### src/rtl/pwm_tb_pkg.sv
package pwm_tb_pkg;
   typedef enum logic [1:0] {
      MODE_UP   = 2'b00,
      MODE_DOWN = 2'b01,
      MODE_UPDN = 2'b10,
      MODE_HOLD = 2'b11
   } tb_mode_e;

   localparam int CTRL_W   = 16;
   localparam int MODE_LSB = 0;
   localparam int LOAD_BIT = 3;
   localparam int HS_LSB   = 7;
   localparam int CK_LSB   = 10;
   localparam int DIV_W    = 3;
endpackage

### src/rtl/pwm_tb_prescaler.sv
module pwm_tb_prescaler #(
   parameter int DIV_W = 3
) (
   input  logic             clk,
   input  logic             rst_n,
   input  logic             restart,
   input  logic [DIV_W-1:0] ck_sel,
   input  logic [DIV_W-1:0] hs_sel,
   output logic             tick
);
   localparam int MAX_SHIFT = (1 << DIV_W) - 1;
   localparam int MAX_LIN   = 2 * ((1 << DIV_W) - 1);
   localparam int PS_W      = MAX_SHIFT + $clog2(MAX_LIN + 1) + 1;

   logic [PS_W-1:0] ratio;
   logic [PS_W-1:0] pcnt;

   always_comb begin
      if (hs_sel == '0) ratio = PS_W'(1);
      else              ratio = PS_W'({hs_sel, 1'b0});
      ratio = ratio << ck_sel;
   end

   assign tick = (pcnt == ratio - PS_W'(1));

   always_ff @(posedge clk or negedge rst_n) begin
      if (!rst_n)       pcnt <= '0;
      else if (restart) pcnt <= '0;
      else if (tick)    pcnt <= '0;
      else              pcnt <= pcnt + PS_W'(1);
   end

   assert_restart_clears_R3: assert property (@(posedge clk) disable iff (!rst_n)
      restart |=> (pcnt == '0));
endmodule

### src/rtl/pwm_tb_period.sv
module pwm_tb_period #(
   parameter int CNT_W = 16
) (
   input  logic             clk,
   input  logic             rst_n,
   input  logic             we,
   input  logic [CNT_W-1:0] wdata,
   input  logic             immediate,
   input  logic             zero_evt,
   output logic [CNT_W-1:0] active
);
   logic [CNT_W-1:0] held;

   always_ff @(posedge clk or negedge rst_n) begin
      if (!rst_n) begin
         held   <= '0;
         active <= '0;
      end else begin
         if (we) held <= wdata;
         if (we && (immediate || zero_evt)) active <= wdata;
         else if (zero_evt && !immediate)   active <= held;
      end
   end

   assert_imm_load_R9: assert property (@(posedge clk) disable iff (!rst_n)
      (we && immediate) |=> (active == $past(wdata)));
   assert_shadow_hold_R8: assert property (@(posedge clk) disable iff (!rst_n)
      (!zero_evt && !(we && immediate)) |=> $stable(active));
endmodule

### src/rtl/pwm_tb_counter.sv
module pwm_tb_counter
   import pwm_tb_pkg::*;
#(
   parameter int CNT_W = 16
) (
   input  logic             clk,
   input  logic             rst_n,
   input  logic             tick,
   input  tb_mode_e         mode,
   input  logic [CNT_W-1:0] active,
   output logic [CNT_W-1:0] cnt,
   output logic             dir_up,
   output logic             evt_zero,
   output logic             evt_prd
);
   localparam logic [CNT_W-1:0] ONE = CNT_W'(1);

   logic [CNT_W-1:0] cnt_nx;
   logic             dir_nx;
   logic             running;

   assign running  = (mode != MODE_HOLD);
   assign evt_zero = tick && running && (cnt == '0);
   assign evt_prd  = tick && running && (cnt == active);

   always_comb begin
      cnt_nx = cnt;
      dir_nx = dir_up;
      if (tick) begin
         unique case (mode)
            MODE_UP: begin
               dir_nx = 1'b1;
               cnt_nx = (cnt >= active) ? '0 : cnt + ONE;
            end
            MODE_DOWN: begin
               dir_nx = 1'b0;
               cnt_nx = (cnt == '0) ? active : cnt - ONE;
            end
            MODE_UPDN: begin
               if (dir_up) begin
                  if (cnt >= active) begin
                     dir_nx = 1'b0;
                     cnt_nx = (cnt == '0) ? '0 : cnt - ONE;
                  end else begin
                     cnt_nx = cnt + ONE;
                  end
               end else begin
                  if (cnt == '0) begin
                     dir_nx = 1'b1;
                     cnt_nx = (active == '0) ? '0 : ONE;
                  end else begin
                     cnt_nx = cnt - ONE;
                  end
               end
            end
            default: ;
         endcase
      end
   end

   always_ff @(posedge clk or negedge rst_n) begin
      if (!rst_n) begin
         cnt    <= '0;
         dir_up <= 1'b1;
      end else begin
         cnt    <= cnt_nx;
         dir_up <= dir_nx;
      end
   end

   assert_up_step_R4: assert property (@(posedge clk) disable iff (!rst_n)
      (tick && mode == MODE_UP && cnt < active) |=> (cnt == $past(cnt) + ONE));
   assert_down_reload_R5: assert property (@(posedge clk) disable iff (!rst_n)
      (tick && mode == MODE_DOWN && cnt == '0) |=> (cnt == $past(active)));
   assert_updn_turn_R6: assert property (@(posedge clk) disable iff (!rst_n)
      (tick && mode == MODE_UPDN && dir_up && cnt >= active && cnt != '0)
      |=> (!dir_up && cnt == $past(cnt) - ONE));
   assert_hold_still_R7: assert property (@(posedge clk) disable iff (!rst_n)
      (mode == MODE_HOLD) |=> ($stable(cnt) && $stable(dir_up)));
endmodule

### src/rtl/pwm_timebase.sv
module pwm_timebase
   import pwm_tb_pkg::*;
#(
   parameter int CNT_W = 16
) (
   input  logic             clk,
   input  logic             rst_n,
   input  logic             ctrl_we,
   input  logic [15:0]      ctrl_wdata,
   input  logic             prd_we,
   input  logic [CNT_W-1:0] prd_wdata,
   output logic             tick,
   output logic [CNT_W-1:0] cnt,
   output logic             dir_up,
   output logic             evt_zero,
   output logic             evt_prd
);
   generate
      if (CNT_W < 2 || CNT_W > 32) begin : g_bad_width
         $error("pwm_timebase: CNT_W must lie in 2..32");
      end
   endgenerate

   tb_mode_e         mode_q;
   logic             imm_q;
   logic [DIV_W-1:0] ck_q;
   logic [DIV_W-1:0] hs_q;
   logic [CNT_W-1:0] active;

   always_ff @(posedge clk or negedge rst_n) begin
      if (!rst_n) begin
         mode_q <= MODE_HOLD;
         imm_q  <= 1'b0;
         ck_q   <= '0;
         hs_q   <= '0;
      end else if (ctrl_we) begin
         mode_q <= tb_mode_e'(ctrl_wdata[MODE_LSB +: 2]);
         imm_q  <= ctrl_wdata[LOAD_BIT];
         ck_q   <= ctrl_wdata[CK_LSB +: DIV_W];
         hs_q   <= ctrl_wdata[HS_LSB +: DIV_W];
      end
   end

   pwm_tb_prescaler #(.DIV_W(DIV_W)) u_presc (
      .clk     (clk),
      .rst_n   (rst_n),
      .restart (ctrl_we),
      .ck_sel  (ck_q),
      .hs_sel  (hs_q),
      .tick    (tick)
   );

   pwm_tb_period #(.CNT_W(CNT_W)) u_period (
      .clk       (clk),
      .rst_n     (rst_n),
      .we        (prd_we),
      .wdata     (prd_wdata),
      .immediate (imm_q),
      .zero_evt  (evt_zero),
      .active    (active)
   );

   pwm_tb_counter #(.CNT_W(CNT_W)) u_cnt (
      .clk      (clk),
      .rst_n    (rst_n),
      .tick     (tick),
      .mode     (mode_q),
      .active   (active),
      .cnt      (cnt),
      .dir_up   (dir_up),
      .evt_zero (evt_zero),
      .evt_prd  (evt_prd)
   );

   assert_evt_on_tick_R11: assert property (@(posedge clk) disable iff (!rst_n)
      (evt_zero || evt_prd) |-> tick);
   assert_hold_quiet_R11: assert property (@(posedge clk) disable iff (!rst_n)
      (mode_q == MODE_HOLD) |-> !(evt_zero || evt_prd));
   assert_collision_R10: assert property (@(posedge clk) disable iff (!rst_n)
      (evt_zero && prd_we) |=> (active == $past(prd_wdata)));
endmodule

### config.mk
export PLATFORM = sky130hd
export DESIGN_NAME = pwm_timebase
export DESIGN_NICKNAME = d
export VERILOG_FILES = /design/src/rtl/pwm_tb_pkg.sv /design/src/rtl/pwm_tb_prescaler.sv /design/src/rtl/pwm_tb_period.sv /design/src/rtl/pwm_tb_counter.sv /design/src/rtl/pwm_timebase.sv
export SDC_FILE = /design/constraint.sdc
export NUM_CORES = 1
export LEC_CHECK = 0
export BUFFER_PORTS_ARGS = -buffer_cell sky130_fd_sc_hd__buf_2
export CELL_PAD_IN_SITES_DETAIL_PLACEMENT = 1
export CELL_PAD_IN_SITES_GLOBAL_PLACEMENT = 1
export CORE_MARGIN = 2
export CORE_UTILIZATION = 46
export CTS_CLUSTER_DIAMETER = 50
export CTS_CLUSTER_SIZE = 24
export DETAILED_ROUTE_END_ITERATION = 7
export PLACE_DENSITY_LB_ADDON = 0.1
export REMOVE_ABC_BUFFERS = 1
export SLEW_MARGIN = 20
export SYNTH_ARGS = -nofsm -noshare
export SYNTH_HDL_FRONTEND = slang
export SYNTH_HIERARCHICAL = 1
export SYNTH_SLANG_ARGS = --single-unit
### constraint.sdc
create_clock -name clk -period 4.4 [get_ports clk]
set_input_delay 0.66 -clock clk [delete_from_list [all_inputs] [get_ports clk]]
set_output_delay 0.66 -clock clk [all_outputs]
set_load 0.03 [all_outputs]
### After elaboration in Yosys (flattened, before gate mapping)

Cells that the tools add are included.

* add/subtract/negate cells: 4
* $lt $le $gt $ge: 1
* eq/ne operators: 5
* shift operators: 1
* multiplexer cells: 17
* reduce and logical (&&, ||, !) cells: 14

Operators with widths (number)
* 16-bit 2-to-1 mux: 8
* 16-bit case mux with 3 select lines: 1
* 16-bit zero test: 2
* 12-bit 2-to-1 mux: 2
* 16-bit by 1-bit adder with 16-bit output, second input constant: 1
* 16-bit equality test: 1
* 16-bit greater-or-equal comparator: 1
* 16-bit by 1-bit subtractor with 16-bit output, second input constant: 1
* 12-bit by 1-bit adder with 12-bit output, second input constant: 1
* 12-bit equality test: 1
* 4-bit by 3-bit << shifter with 12-bit output: 1
* 12-bit by 1-bit subtractor with 12-bit output, second input constant: 1
* 1-bit logical AND: 5
* 1-bit 2-to-1 mux: 4
* 4-bit 2-to-1 mux: 1
* 3-bit zero test: 1
* 1-bit case mux with 3 select lines: 1
* 3-bit nonzero test: 1
* 2-bit by 1-bit equality test with 1-bit output, second input constant: 1
* 2-bit equality test, second input constant: 1
* 2-bit zero test: 1
* 2-bit != test, second input constant: 1
* 2-bit AND reduction: 1
* 2-bit nonzero test: 1
* 2 further kinds: 2

* bits in registers: 70
* input port bits: 36
* output and inout port bits: 20
* logic and storage cells: 51

### Logic depth before layout (Yosys ltp)

Gate-level depths: netlist of the first run.

* depth after elaboration: 10
* gate-level depth with buffers: 18
* gate-level depth less buffers: 14

### Cells and area by module

The synthesis of the first run kept the hierarchy.

By module, submodules not included
* pwm_tb_counter: times used 1, cells each 365, area each 2586.2 sq um, sequential area each 426.7 sq um
* pwm_tb_period: times used 1, cells each 128, area each 1650.3 sq um, sequential area each 800.8 sq um
* pwm_tb_prescaler: times used 1, cells each 165, area each 1297.5 sq um, sequential area each 300.3 sq um
* pwm_timebase: times used 1, cells each 19, area each 374.1 sq um, sequential area each 227.7 sq um

### Worst setup path before layout of the first run

Ideal clock, no wire load.

* path kind: register to register
* start point: reg hs_q[2]
* end point: reg u_period.active[14]
* setup time: 0.077 ns
* data arrival time: 4.570 ns
* data required time: 4.323 ns
* slack: -0.247 ns
* stages on the path, launching flop included: 18
* buffers on the path: 4
* period minus slack after synthesis: 4.647 ns
* cell sequence: dfrtp_1 > nor3_1 > a21o_1 > nand2_1 > ha_1 > xor2_1 > xnor2_1 > or4_1 > or3_1 > nor4_2 > buf_4 > nor3b_1 > buf_6 > or2_1 > buf_6 > buf_6 > o2bb2ai_1 > a21oi_1

* longest elaborated chain between the ends: 10
* elaborated cells on any way between the ends: 12
* classes of those cells: 1 x add/sub; 1 x eq/ne; 1 x shift; 2 x mux; 7 x reduce/logical

RTL lines
* start, declared: line pwm_timebase.sv:27 `logic [DIV_W-1:0] hs_q;`
* start signal, assigned: line pwm_timebase.sv:40 `hs_q <= ctrl_wdata[HS_LSB +: DIV_W];`
* 3-bit zero test: line pwm_tb_prescaler.sv:19 `if (hs_sel == '0) ratio = PS_W'(1);`
* 4-bit 2-to-1 mux *: line pwm_tb_prescaler.sv:19
* 4-bit by 3-bit << shifter with 12-bit output *: line pwm_tb_prescaler.sv:21 `ratio = ratio << ck_sel;`
* 12-bit by 1-bit subtractor with 12-bit output *: line pwm_tb_prescaler.sv:24 `assign tick = (pcnt == ratio - PS_W'(1));`
* 12-bit equality test *: line pwm_tb_prescaler.sv:24
* via tick: line pwm_timebase.sv:12 `output logic tick,`
* 1-bit logical AND * (2 in a row): line pwm_tb_counter.sv:23 `assign evt_zero = tick && running && (cnt == '0);`
* via evt_zero: line pwm_timebase.sv:15 `output logic evt_zero,`
* 1-bit logical OR: line pwm_tb_period.sv:20 `if (we && (immediate || zero_evt)) active <= wdata;`
* 1-bit logical AND: line pwm_tb_period.sv:20
* 16-bit 2-to-1 mux or 2-bit nonzero test (tied branches)
* end signal, assigned: line pwm_tb_period.sv:20
* end signal, assigned: line pwm_tb_period.sv:21 `else if (zero_evt && !immediate) active <= held;`
* end, declared: line pwm_tb_period.sv:10 `output logic [CNT_W-1:0] active`

The timed path passes the listed nets; every way through them passes the cells marked *.
A chain may end at the register's enable or synchronous reset.

### Worst setup path after layout of the first run

* start point: reg ck_q[0]
* end point: out evt_prd

* longest elaborated chain between the ends: 5

RTL lines
* start, declared: line pwm_timebase.sv:26 `logic [DIV_W-1:0] ck_q;`
* start signal, assigned: line pwm_timebase.sv:39 `ck_q <= ctrl_wdata[CK_LSB +: DIV_W];`
* 4-bit by 3-bit << shifter with 12-bit output: line pwm_tb_prescaler.sv:21
* 12-bit by 1-bit subtractor with 12-bit output: line pwm_tb_prescaler.sv:24
* 12-bit equality test: line pwm_tb_prescaler.sv:24
* 1-bit logical AND (2 in a row): line pwm_tb_counter.sv:24 `assign evt_prd = tick && running && (cnt == active);`
* end, declared: line pwm_timebase.sv:16 `output logic evt_prd`

Every way passes these cells.

==> metrics.cfg, run 1 <==
[status]
status=finished clean

[routing]
first_iter_violations=384
antenna_left=0
avgRoutedWirePerCell_um=20.9
routed_wl_um=18400
drtPass1Iterations=5
vias_per_cell=6.30
drcViolationCount=0
num_vias=5534

[floorplanning]
pin_count=56
start_util=0.470
rows=41
die_h_um=117
die_x_um=117
dieArea_um2=13800
core_um2=12600

[clock_network]
cts_sinks=70
cts_buffer_depth=2
clk_pin_slew_ps=60
cts-root-buf=clkbuf_16
worstSkewPairLatency_ps=350
h-tree-depth=3
cts_hold_buf=0
cts_tree=yes
cts_buffers=9

[timing]
hold_viol_final=0
slew_viol_final=0
slew_headroom=0.375
worst_slew_pin_slew_ps=938
max_freq_mhz=236
fin_crit_sh=0.963
post-route-min-period_ps=4240
finClkSkew_ps=6.68
finalSetupViolCount=0

[yosys]
yosysTopAreaCellShare=0.284
syn_area_um2=5910
synth-seq-area-share=0.297
async_reset_ff_frac=1.00
synth_ff_type=dfrtp_1
avgSynthCellArea_um2=8.73
synth_edf_count=0
yosys.cell_types.count=72
synth_area_leaders=dfrtp_1 (28%), ha_1 (5.1%), a21oi_1 (4.7%), mux2i_1 (3.6%), mux2_2 (3.4%)
synth_seq_cells=70
synth_top_cell_by_area=dfrtp_1
synth_cells=677
synth_warnings=6

[power]
vdd_drop_max_v=0.000229
swShare=0.351
sequentialPowerShare=0.379
p_int_mw=1.42
p_comb_frac=0.270
p_total_mw=2.19
p_per_area_nw_per_um2=334
total_leakage_power_nw=2.82
power.switching_mw=0.768
clkPwrFrac=0.351

[place]
gp_congestion=0.914
dpl.hpwl_um=12500
port-buffer-count=48
dpl.cell_count=854

[worst_setup_path]
critical_path_class=reg2out
reg2regPathDepth=17
path_max_fanout=12
max_stage_delay_ps=530
cp_cell_sequence=nor2b_2, a21o_1, nand2_1, ha_1, xor2_1, xnor2_1, or4_1, or3_1, nor4_4, buf_4, and4b_1, clkbuf_4
cp.required_ps=3740
cp_slowest_cell=dfrtp_1
reg2reg_slack_ps=250
startpoint=ck_q[0]$_DFFE_PN0P_
critPathCapture=evt_prd
worstPathArrival_ps=3580
r2r-end=u_cnt/cnt[3]$_DFFE_PN0P_
crit_path_start_kind=flip-flop
reg2reg_from=ck_q[0]$_DFFE_PN0P_
worstSetupEndpointType=primary output

[grt]
grt_pass1_vias=5631
grt_first_pass_wirelength_um=30200
gr-usage-met3=0.0345
gr-total-overflow=0
grt_use_met2=0.436
met1_usage=0.371
busiest_layer=met2
grt_max_degree=71
antenna_found_initial=0
track_usage=0.271

[finish]
multi_input_area_um2=3730
fin_nets=762
register_area_um2=1760
drive_gt1_frac=0.208
fill_cells=1467
syn_to_final_growth_pct=10.9
num_antenna_cells=0
fin_cells=879

[job]
maxCapViolations=0

[worst_hold_path]
hold_class=in2async

-- metal layers --
layer,up-vias,part of all wire
met5,-,0
met4,0,0.020
met3,27,0.041
met2,149,0.48
met1,2793,0.46
li1,2565,-
-- critical path: cells and delay by family, from the launching register on --
family	cells	cell delay, ps
XOR/XNOR	2	300
flip-flops	1	530
buffers and inverters	2	360
AO/OA/AOI/OAI	1	130
AND/OR/NAND/NOR	6	1680
adder cells (fa/ha/maj)	1	230
-- worst min-delay path by stage --
stage / slack (ps) / end / cells past startpoint / startpoint
floorplan: 360 / ck_q[0]$_DFFE_PN0P_ / 0 / rst_n
global placement: 490 / u_period/held[11]$_DFFE_PN0P_ / 1 / u_period/held[11]$_DFFE_PN0P_
detailed placement: 500 / u_period/held[12]$_DFFE_PN0P_ / 1 / u_period/held[12]$_DFFE_PN0P_
CTS: 490 / u_cnt/cnt[11]$_DFFE_PN0P_ / 1 / rst_n
global route: 520 / u_cnt/cnt[11]$_DFFE_PN0P_ / 1 / rst_n
finish: 450 / u_cnt/cnt[11]$_DFFE_PN0P_ / 1 / rst_n
-- registers in the layout, indices dropped and copies added (netlist names) --
name	flops
u_cnt/dir_up	1
u_cnt/cnt	16
u_period/held	16
u_presc/pcnt	12
mode_q	2
hs_q	3
ck_q	3
u_period/active	16
imm_q	1
-- power groups by stage --
stage / clock [mW] / combinational [mW] / sequential, mW
4_1_cts: 0.786 / 0.571 / 0.831
5_1_grt: 0.809 / 0.655 / 0.844
3_3_place_gp: 0 / 0.538 / 0.836
6_report: 0.768 / 0.591 / 0.830
2_1_floorplan: 0 / 0.369 / 0.826
3_5_place_dp: 0 / 0.565 / 0.842
-- synthesized netlist by cell type (4+ instances only) --
library cell  count
a211oi_1          6
a21oi_1          55
a22oi_1           7
a31oi_1          11
and3_1            9
buf_2            11
buf_4             4
buf_6            10
clkbuf_1         32
dfrtp_1          67
ha_1             24
inv_1            27
mux2_2           18
mux2_4            9
mux2i_1          21
nand2_1          30
nand2b_1          7
nand3_1          28
nand4_1          15
nor2_1           33
nor2b_1           9
nor3_1           29
nor3b_1           5
nor4_1            7
o211ai_1          8
o21ai_0          40
o22ai_1          16
o22ai_2           9
o2bb2ai_1        16
o31ai_1           6
or3_1             9
xnor2_1          21
xor2_1           18
-- cell usage in the layout (no fill, tap or decap), types with 9 or more instances in the layout --
cell type and instances:
nand2_1 29, and3_1 9, xor2_1 18, o2bb2ai_1 16, nor3_1 28, mux2_2 18
o22ai_2 9, o22ai_1 16, buf_4 27, o21ai_0 40, nor2_1 33, clkbuf_16 9
xnor2_1 21, mux2i_1 21, nand4_1 15, mux2_4 9, nand3_1 28, or3_1 9
a31oi_1 11, ha_1 24, inv_1 27, a21oi_1 55, dfrtp_1 64, buf_2 46
-- metrics by stage --
stage	utilization	setup WS (ps)	hold WS, ps	cell area, um2	TNS [ps]
2_1_floorplan	-	-1760	364	5560	-41460
3_3_place_gp	0.490	198	490	6150	0
3_5_place_dp	0.490	176	500	6150	0
4_1_cts	0.515	69.0	488	6480	0
5_1_grt	0.521	-41.1	518	6550	-140
6_report	0.521	161	447	6550	0
-- layout make-up --
class	count	share of cell area
clock inverter	6	0.0103
clock buffer	10	0.0365
tap	172	0.0328
sequential	70	0.268
multi-input combinational	520	0.569
timing repair buffer	74	0.0672
inverter	27	0.0155
-- repair_timing --
item,CTS,global route
pin swaps,0,1
setup buffers,2,7
gates resized for setup,2,6
endpoints found under the setup margin,1,17
-- kinds of logic after synthesis --
group                    share of synthesized area
adder cells (fa/ha/maj)                     0.0508
flip-flops                                   0.297
XOR/XNOR                                    0.0616
multiplexers                                0.0928
buffers and inverters                       0.0756
AND/OR/NAND/NOR                              0.193
AO/OA/AOI/OAI                                0.229
No activity file was read; power rests on OpenSTA's default activity.
==> run 2, diff against run 1 <==
--- a/config.mk
+++ b/config.mk
@@ -13,7 +13,7 @@
 export CTS_CLUSTER_DIAMETER = 50
 export CTS_CLUSTER_SIZE = 24
 export DETAILED_ROUTE_END_ITERATION = 7
-export PLACE_DENSITY_LB_ADDON = 0.1
+export PLACE_DENSITY = 0.89
 export REMOVE_ABC_BUFFERS = 1
 export SLEW_MARGIN = 20
 export SYNTH_ARGS = -nofsm -noshare
==> run 2 against run 1 <==
  * Setup slack got worse by 60 ps
  * Count of clock-buffer cells in the layout up 1
  * Final cell count fell by 0.57%
  * Non-clock buffer count is 5 lower
  * Core utilization is 0.31 points lower
  * Wire length rose by 7.4%
  * Clock skew rose by 2.6 ps
  * First-iteration DRC count is 5.2% higher
==> metrics.cfg, run 2 (same netlist as run 1, synthesis figures left out) <==
[status]
status=finished clean

[place]
port-buffer-count=48
gp_congestion=0.874
dpl.hpwl_um=13000
dp_slack_ps=57.7

[routing]
vias_per_cell=6.56
antenna_left=0
avgRoutedWirePerCell_um=22.6
drtPass1Iterations=5
drcViolationCount=0
num_vias=5735
routed_wl_um=19700
first_iter_violations=404

[timing]
fin_crit_sh=0.977
slew_viol_final=0
post-route-min-period_ps=4300
max_freq_mhz=233
finClkSkew_ps=9.27
worst_slack_ps=101
hold_viol_final=0
rsz0062_at_grt=false
worst_slew_pin_slew_ps=887
finalSetupViolCount=0
slew_headroom=0.408

[worst_setup_path]
path_max_fanout=4
critical_path_class=reg2out
crit_path_start_kind=flip-flop
cp.required_ps=3740
worstPathArrival_ps=3640
worstSetupEndpointType=primary output

[finish]
layout_commonest_cell=dfrtp_1
fin_util=0.518
fill_cells=1486
register_area_um2=1760
mostFrequentLayoutCells=dfrtp_1 (64), a21oi_1 (55), buf_2 (47)
top_regs=u_cnt/cnt x16, u_period/active x16, u_period/held x16
fin_nets=757
multi_input_area_um2=3740
drive_gt1_frac=0.201
syn_to_final_growth_pct=10.2
num_antenna_cells=0

[floorplanning]
pin_count=56
die_x_um=117
start_util=0.470
rows=41
core_um2=12600
dieArea_um2=13800
die_h_um=117

[clock_network]
clk_pin_slew_ps=60
worstSkewPairLatency_ps=350
h-tree-depth=3
cts_buffers=9
cts_tree=yes
cts_buffer_depth=2
cts-root-buf=clkbuf_16
cts_sinks=70
cts_hold_buf=0

[grt]
grt_max_degree=40
grt_pass1_vias=6055
gr-total-overflow=0
track_usage=0.283
antenna_found_initial=0
grt_first_pass_wirelength_um=31900

[power]
p_total_mw=2.21
total_leakage_power_nw=2.80
p_per_area_nw_per_um2=339
vdd_drop_max_v=0.000187

[worst_hold_path]
hold_class=in2async

[job]
maxCapViolations=0

run 2: final cells by class:
type	count	share of cell area
clock inverter	5	0.00903
timing repair buffer	69	0.0615
sequential	70	0.270
tap	172	0.0330
clock buffer	11	0.0373
multi-input combinational	520	0.574
inverter	27	0.0156
run 2: final timing paths:
check                                              startpoint                       endpoint  slack, ps  cells after the start
worst min register to register  u_period/held[12]$_DFFE_PN0P_  u_period/held[12]$_DFFE_PN0P_        510                      1
max in group asynchronous                               rst_n            hs_q[0]$_DFFE_PN0P_       3000                      2
worst max-delay path                      hs_q[2]$_DFFE_PN0P_                       evt_zero        100                     10
min in group clk                u_period/held[12]$_DFFE_PN0P_  u_period/held[12]$_DFFE_PN0P_        510                      1
worst min-delay path                                    rst_n       u_cnt/cnt[8]$_DFFE_PN0P_        390                      1
worst max register to register            hs_q[2]$_DFFE_PN0P_       u_cnt/cnt[8]$_DFFE_PN0P_        170                     12
run 2: metrics by stage:
stage | TNS, ps | std cells | area [um2] | hold WS, ps
2_1_floorplan | -41460 | 617 | 5560 | 364
3_3_place_gp | 0 | 854 | 6150 | 490
3_5_place_dp | 0 | 854 | 6150 | 498
4_1_cts | 0 | 870 | 6470 | 417
5_1_grt | 0 | 874 | 6510 | 443
6_report | 0 | 874 | 6510 | 389
run 2: report_power, final:
group          switching [mW]  leakage, nW  internal, mW
combinational           0.362         1.80         0.252
sequential              0.127        0.855         0.711
clock                   0.301        0.142         0.455
total                   0.790         2.80          1.42
run 2: critical path: stages, from the launching register on:
cell,delay [ps]
dfrtp_1,440
nor4_4,420
nand2_1,160
ha_1,280
xor2_1,160
xnor2_1,140
or4_1,500
or3_1,410
nor4_4,260
nor3b_4,310
buf_4,210
run 2: per-layer routing:
| metal | global-route usage | wire (um) | share of wire | vias to the layer above |
|---|---|---|---|---|
| met2 | 0.488 | 9900 | 0.50 | 259 |
| met4 | 0.105 | 493 | 0.025 | 0 |
| met3 | 0.0467 | 1230 | 0.062 | 50 |
| li1 | - | - | - | 2547 |
| met5 | 0 | 0 | 0 | - |
| met1 | 0.356 | 8120 | 0.41 | 2879 |
run 2: what timing repair did:
action                     in CTS  in global routing
cloned                          0                  0
setup endpoints to repair       3                 17
setup buffers                   0                  4
resized for setup               4                  6
pin swaps                       1                  2
